--- src/rtl/dice_roll_pkg.sv ---
`timescale 1ns/1ps
package dice_roll_pkg;
  localparam int unsigned LFSR_W = 32;
  localparam int unsigned GRP_W  = 3;
  localparam logic [LFSR_W-1:0] SEED_DEFAULT = 32'hACE1_2468;

  typedef enum logic [0:0] {
    ST_IDLE = 1'b0,
    ST_DRAW = 1'b1
  } draw_state_e;
endpackage

--- src/rtl/dice_rst_sync.sv ---
`timescale 1ns/1ps
module dice_rst_sync #(
  parameter int unsigned STAGES = 2
) (
  input  logic clk_i,
  input  logic rst_ni,
  output logic rst_sync_no
);
  logic [STAGES-1:0] sync_q;

  always_ff @(posedge clk_i or negedge rst_ni) begin
    if (!rst_ni) sync_q <= '0;
    else         sync_q <= {sync_q[STAGES-2:0], 1'b1};
  end

  assign rst_sync_no = sync_q[STAGES-1];
endmodule

--- src/rtl/dice_lfsr_core.sv ---
`timescale 1ns/1ps
module dice_lfsr_core #(
  parameter int unsigned W     = 32,
  parameter int unsigned TAP_A = 32,
  parameter int unsigned TAP_B = 22,
  parameter int unsigned TAP_C = 2,
  parameter int unsigned TAP_D = 1,
  parameter logic [W-1:0] SEED = 32'hACE1_2468
) (
  input  logic         clk_i,
  input  logic         rst_ni,
  input  logic         load_i,
  input  logic [W-1:0] load_val_i,
  input  logic         step_i,
  output logic         bit_o,
  output logic [W-1:0] state_o
);
  logic [W-1:0] state_q, state_d;
  logic         fb;

  assign fb = state_q[TAP_A-1] ^ state_q[TAP_B-1] ^ state_q[TAP_C-1] ^ state_q[TAP_D-1];

  always_comb begin
    state_d = state_q;
    if (load_i) begin
      state_d = (load_val_i == '0) ? SEED : load_val_i;
    end else if (step_i) begin
      state_d = {state_q[W-2:0], fb};
    end
  end

  always_ff @(posedge clk_i or negedge rst_ni) begin
    if (!rst_ni) state_q <= SEED;
    else         state_q <= state_d;
  end

  assign bit_o   = fb;
  assign state_o = state_q;
endmodule

--- src/rtl/dice_sampler.sv ---
`timescale 1ns/1ps
module dice_sampler
  import dice_roll_pkg::*;
#(
  parameter int unsigned GW = GRP_W
) (
  input  logic          clk_i,
  input  logic          rst_ni,
  input  logic          req_i,
  input  logic          abort_i,
  input  logic          bit_i,
  output logic          step_o,
  output logic          busy_o,
  output logic [GW-1:0] value_o,
  output logic          valid_o
);
  localparam int unsigned CW = (GW > 1) ? $clog2(GW) : 1;
  localparam logic [CW-1:0] CNT_LAST = CW'(GW - 1);
  localparam logic [GW-1:0] ALL_ONES = '1;

  draw_state_e   state_q, state_d;
  logic [CW-1:0] cnt_q, cnt_d;
  logic [GW-1:0] cand_q, cand_d;
  logic [GW-1:0] value_q, value_d;
  logic          valid_q, valid_d;
  logic [GW-1:0] full;

  assign full = {cand_q[GW-2:0], bit_i};

  always_comb begin
    state_d = state_q;
    cnt_d   = cnt_q;
    cand_d  = cand_q;
    value_d = value_q;
    valid_d = 1'b0;
    unique case (state_q)
      ST_IDLE: begin
        if (req_i && !abort_i) begin
          state_d = ST_DRAW;
          cnt_d   = '0;
        end
      end
      ST_DRAW: begin
        if (abort_i) begin
          state_d = ST_IDLE;
        end else begin
          cand_d = full;
          if (cnt_q == CNT_LAST) begin
            cnt_d = '0;
            if (full != '0 && full != ALL_ONES) begin
              value_d = full;
              valid_d = 1'b1;
              state_d = ST_IDLE;
            end
          end else begin
            cnt_d = cnt_q + 1'b1;
          end
        end
      end
      default: state_d = ST_IDLE;
    endcase
  end

  always_ff @(posedge clk_i or negedge rst_ni) begin
    if (!rst_ni) begin
      state_q <= ST_IDLE;
      cnt_q   <= '0;
      cand_q  <= '0;
      value_q <= '0;
      valid_q <= 1'b0;
    end else begin
      state_q <= state_d;
      cnt_q   <= cnt_d;
      cand_q  <= cand_d;
      value_q <= value_d;
      valid_q <= valid_d;
    end
  end

  assign step_o  = (state_q == ST_DRAW) && !abort_i;
  assign busy_o  = (state_q == ST_DRAW);
  assign value_o = value_q;
  assign valid_o = valid_q;
endmodule

--- src/rtl/dice_roll_gen.sv ---
`timescale 1ns/1ps
module dice_roll_gen
  import dice_roll_pkg::*;
(
  input  logic              clk_i,
  input  logic              rst_ni,
  input  logic              roll_req_i,
  input  logic              seed_load_i,
  input  logic [LFSR_W-1:0] seed_i,
  output logic [GRP_W-1:0]  value_o,
  output logic              valid_o
);
  logic              rst_sync_n;
  logic              step;
  logic              busy;
  logic              lfsr_bit;
  logic [LFSR_W-1:0] lfsr_state;

  dice_rst_sync #(.STAGES(2)) u_rst (
    .clk_i       (clk_i),
    .rst_ni      (rst_ni),
    .rst_sync_no (rst_sync_n)
  );

  dice_lfsr_core #(
    .W     (LFSR_W),
    .TAP_A (32),
    .TAP_B (22),
    .TAP_C (2),
    .TAP_D (1),
    .SEED  (SEED_DEFAULT)
  ) u_lfsr (
    .clk_i      (clk_i),
    .rst_ni     (rst_sync_n),
    .load_i     (seed_load_i),
    .load_val_i (seed_i),
    .step_i     (step),
    .bit_o      (lfsr_bit),
    .state_o    (lfsr_state)
  );

  dice_sampler #(.GW(GRP_W)) u_samp (
    .clk_i   (clk_i),
    .rst_ni  (rst_sync_n),
    .req_i   (roll_req_i),
    .abort_i (seed_load_i),
    .bit_i   (lfsr_bit),
    .step_o  (step),
    .busy_o  (busy),
    .value_o (value_o),
    .valid_o (valid_o)
  );
endmodule

--- config.mk ---
export PLATFORM = sky130hd
export DESIGN_NAME = dice_roll_gen
export DESIGN_NICKNAME = d
export VERILOG_FILES = /design/src/rtl/dice_roll_pkg.sv /design/src/rtl/dice_rst_sync.sv /design/src/rtl/dice_lfsr_core.sv /design/src/rtl/dice_sampler.sv /design/src/rtl/dice_roll_gen.sv
export SDC_FILE = /design/constraint.sdc
export NUM_CORES = 1
export LEC_CHECK = 0
export BUFFER_PORTS_ARGS = -buffer_cell sky130_fd_sc_hd__buf_2
export CORE_UTILIZATION = 40
export CTS_CLUSTER_SIZE = 10
export DETAILED_ROUTE_END_ITERATION = 7
export PLACE_DENSITY = 0.59
export SYNTH_ARGS = -nofsm -noshare
export SYNTH_HDL_FRONTEND = slang
export SYNTH_HIERARCHICAL = 1
export SYNTH_SLANG_ARGS = --single-unit
--- constraint.sdc ---
create_clock -name clk_i -period 4.5 [get_ports clk_i]
set_clock_uncertainty 0.15 [all_clocks]
set_input_delay 0.9 -clock clk_i [delete_from_list [all_inputs] [get_ports clk_i]]
set_output_delay 0.9 -clock clk_i [all_outputs]
set_load 0.05 [all_outputs]
; Word-level counts from Yosys, hierarchy flattened
; Cells that the tools add are included.
[totals]
wordCells = 43
inputBits = 36
out_inout_bits = 4
regBits = 43
[op_classes]
muxes = 16
n_reduce_logical = 10
bitwise_logic = 5
addsub = 1
eq_ne = 4
[ops]
columns = cell, count
row1 = $mux W32, 3
row2 = $logic_not A32 Y1, 1
row3 = $mux W1, 8
row4 = $mux W2, 3
row5 = $pmux W2 S2, 1
row6 = $reduce_and A2 Y1, 2
row7 = $reduce_and A4 Y1, 1
row8 = $logic_and A1 B1 Y1, 3
row9 = $ne A3 B3 Y1 const B, 1
row10 = $reduce_bool A3 Y1, 1
row11 = $xor A1 B1 Y1, 3
row12 = $add A2 B1 Y2 const B, 1
row13 = $eq A2 B2 Y1 const B, 1
row14 = $ne A2 B1 Y1 const B, 1
row15 = $ne A2 B2 Y1 const B, 1
row16 = $not A1 Y1, 2
row17 = $pmux W1 S2, 1
row18 = $reduce_bool A2 Y1, 1
row19 = $logic_not A1 Y1, 1

; Logic depth before layout (Yosys ltp)
[logic_depth]
word_depth = 9
depth_mapped = 6
ltp_nobuf = 5

; Cells and area by module
; Netlist, hierarchy kept.
[modules_own_cells]
columns = mod, instances, seq_area_each_um2, cells_per_inst, area_per_inst_um2
row1 = dice_lfsr_core, 1, 817.0, 167, 1651.6
row2 = dice_sampler, 1, 225.2, 45, 476.7
row3 = dice_rst_sync, 1, 50.0, 3, 53.8

; Least setup slack after synthesis
; OpenSTA, ideal clock, no wires.
[synth_path]
path_type = input port to flip-flop
start = in seed_load_i
end = reg u_lfsr.state_q[11], in the netlist u_lfsr/state_o[11]
t_required_ns = 4.216
cell_stages = 6
arrival_ns = 1.890
setup_slack_ns = 2.326
setup_ns = 0.134
n_path_buf = 2
cell_sequence = nand2b_1 -> inv_1 -> buf_4 -> buf_4 -> mux2i_1 -> o21ai_0
[synth_between]
elab_chain_cells = 3
word_cells_on_any_way = 4
cone_classes = mux (1) / reduce/logical (3)
[synth_rtl]
columns = item, line
row1 = from (decl), dice_roll_gen.sv:8  ; input logic seed_load_i,
row2 = $logic_not A1 Y1, dice_sampler.sv:80  ; assign step_o = (state_q == ST_DRAW) && !abort_i;
row3 = $logic_and A1 B1 Y1, dice_sampler.sv:80
row4 = net step, dice_roll_gen.sv:14  ; logic step;
row5 = $reduce_bool A2 Y1 (no source line), -
row6 = to (signal assigned), dice_lfsr_core.sv:34  ; else state_q <= state_d;
row7 = to (decl), dice_lfsr_core.sv:18  ; logic [W-1:0] state_q, state_d;
; The timed path passes the listed nets, and every way through them passes these cells.
; A chain may end at the register's enable or synchronous reset.

; Worst setup path after layout
[layout_path]
start = in seed_load_i
end = reg u_lfsr.state_q[23], in the netlist u_lfsr/state_o[23]
; Same word-level chain as after synthesis.

==> flow_metrics.tcl <==
set metrics [dict create \
    drive_above_1_share_pct 26.1 \
    final_cell_mix "buf_2, dfrtp_1, o21ai_0, mux2i_1, nand2_1" \
    grt-ovfl-total 0 \
    portBuffers 39 \
    critPathMaxFanout 67 \
    outcome "completed" \
    antenna_cells 0 \
    post_cts_buffers 0 \
    max_slew_margin_pct 51.2 \
    syn-num-nets 251 \
    hpwl_um 2740 \
    cts_made_buffers 5 \
    grt_pass1_wl_um 6850 \
    pwr-share-comb_pct 18.9 \
    r2r-end "u_samp/valid_o" \
    crit_start "seed_load_i" \
    intPower_mw 0.630 \
    met3WireLength_um 145 \
    worst-path-buf-inv 4 \
    clkSlewWorstSetupHoldPaths_ps 80 \
    cp-start-kind "input port" \
    crit_family "buffers and inverters" \
    fp.dieW_um 75.9 \
    top_layer_used "met4" \
    crit_arrival_ps 2540 \
    setup_viol 0 \
    post_cts_resize_count 0 \
    via_count 1631 \
    timing.rr.start "u_lfsr/state_o[21]" \
    crit_required_ps 4550 \
    layout_commonest_cell "buf_2" \
    post-place-ws_ps 1710 \
    period_share_pct 55.3 \
    hold_path.class "register to asynchronous set/reset pin" \
    power_density_nw_per_um2 357 \
    synth_cells 215 \
    routed_wl_um 4180 \
    row_count 26 \
    tightest_slew_ps 726 \
    multi_input_comb_area_um2 941 \
    switching_share_pct 28.7 \
    crit_path_end_kind "register" \
    cp-endpoint "u_lfsr/state_o[23]" \
    insertion_delay_ps 290 \
    hold_buffers 0 \
    regArea_um2 1090 \
    cts_tree "done" \
    hold_viol_final 0 \
    cp_common_cell "buf_4" \
    max_cap_violations 0 \
    fin_setup_tns_ps 0 \
    gp_congestion 0.740 \
    critical-path-slowest-cell "buf_4" \
    grt_max_degree 68 \
    ant_nets 0 \
    regToRegSetupSlack_ps 2650 \
    vdd.ir_drop.worst_v 0.000198 \
    switchingPower_mw 0.253 \
    first_iter_violations 73 \
    firstDrtPassIters 4 \
    reg2reg_depth 4 \
    power_frac_clock_pct 26.3 \
    crit_cells 8 \
    drv_slew 0 \
    grt_setup_unrepaired "false" \
    max_freq_mhz 402 \
    area_delta_synth_final_pct 13.3 \
    syn_area_per_cell_um2 10.1 \
    cts_num_sinks 43 \
    critPathMaxStageDelay_ps 450 \
    die-area_um2 5750 \
    syn-cell-area_um2 2180 \
    grt.total_usage_pct 16.3 \
    path_cells "buf_2, buf_4, nand2b_1, inv_1, buf_4, nor2b_1, a211oi_1, a31oi_1" \
    drc_errors 0 \
    vias_per_cell 5.11 \
    p_leak_nw 1.06 \
    wire_per_inst_um 13.1 \
    antenna_found_initial 0 \
    wl_met1_um 2010 \
    fin_util_pct 47.8 \
    synth_warnings 6 \
    fillCellCount 504 \
    ys_seq_elements 43 \
    seqPwrFrac_pct 54.8 \
    setup_slack_ps 2010 \
    grt_pass1_vias 1489 \
    ctsLongestPathBuffers 2 \
    h-tree-depth 2 \
    crit_type "input port to register" \
    synth_cell_types 32 \
    die_h_um 75.9 \
    start_util_pct 42.2 \
    yosysSeqAreaShare_pct 50.1 \
    min_period_ps 2490 \
    met2_length_um 1970 \
    core_region_area_um2 5170 \
    cts_root_buffer "clkbuf_8" \
    ioPinCount 40 \
    nets 284 \
]
logic make-up after synthesis:
family,share of synthesized area (%)
other,0.172
and+or+nand+nor,16.7
muxes,10.7
AOI/OAI and AO/OA,14.3
buffers and inverters,6.82
xor gates and xnor gates,1.20
DFF,50.1
state kept, by name, summed over array words and instances (netlist names):
| name | cells |
|---|---|
| u_lfsr/state_o | 32 |
| u_samp/value_o | 3 |
| u_rst/sync_q | 2 |
| u_samp/cand_q | 2 |
| u_samp/cnt_q | 2 |
| u_samp/busy_o | 1 |
| u_samp/valid_o | 1 |
power by group through the flow:
stage	clock network, mW	registers [mW]	logic (mW)
after global placement	0	0.490	0.166
after detailed placement	0	0.490	0.169
after CTS	0.246	0.483	0.169
after global routing	0.262	0.493	0.190
after floorplan	0	0.474	0.149
final	0.233	0.484	0.167
synthesized netlist by cell type:
master,instances,area share (%)
mux2i_1,20,9.2
o21bai_1,1,0.34
nor2_1,4,0.69
nor4_2,1,0.57
nand2b_1,3,0.86
buf_2,2,0.46
a22o_1,1,0.40
and3_1,1,0.29
nand4_1,4,1.1
mux2_1,2,1.0
or3_1,1,0.29
inv_1,14,2.4
a211oi_1,13,4.5
buf_6,3,1.5
nor2b_1,14,4.0
nand2_1,19,3.3
and3b_2,1,0.46
dfrtp_1,30,34
clkbuf_1,8,1.4
buf_4,3,1.0
and4bb_1,1,0.57
mux2_2,1,0.52
dfstp_2,13,16
nand3b_1,5,1.7
nor4_1,7,2.0
xor2_1,1,0.40
or2_4,1,0.40
nand3_1,2,0.46
conb_1,1,0.17
o21ai_0,22,5.0
xnor2_1,2,0.80
a31oi_1,14,4.0
metal layers:
layer  GRT usage (%)  vias up
li1                -      822
met1            22.5      774
met2            25.2       30
met3            3.57        5
met4            6.17        0
met5               0        -
layout make-up:
class,instances,area share [%]
Multi-Input combinational cell,142,38.1
Clock inverter,1,0.202
Timing Repair Buffer,42,8.81
Tap cell,70,3.54
Sequential cell,43,44.2
Clock buffer,7,3.09
Inverter,14,2.13
worst min-delay path by stage:
stage	slack (ps)	cells past startpoint	end	start
6_report	150	1	u_lfsr/state_o[25]	u_rst/sync_q[1]
5_1_grt	210	1	u_rst/sync_q[1]	rst_ni
4_1_cts	190	1	u_lfsr/state_o[24]	u_rst/sync_q[1]
3_5_place_dp	180	1	u_lfsr/state_o[24]	u_rst/sync_q[1]
3_3_place_gp	180	1	u_lfsr/state_o[25]	u_rst/sync_q[1]
2_1_floorplan	180	0	u_rst/sync_q[1]	u_rst/sync_q[0]
worst register-to-register path: stages, from the launching register on:
cell,delay [ps]
dfstp_2,560
xnor2_1,90
xnor2_1,580
nand3_1,180
and3_1,180
stage by stage:
stage	hold WS (ps)	instance area [µm²]	instances	total power, mW
global route	213	2470	319	0.944
global placement	178	2390	311	0.657
floorplan	181	2180	215	0.623
detailed placement	180	2390	311	0.658
CTS	187	2470	319	0.898
finish	154	2470	319	0.883
Power figures use the tool's default switching activity.
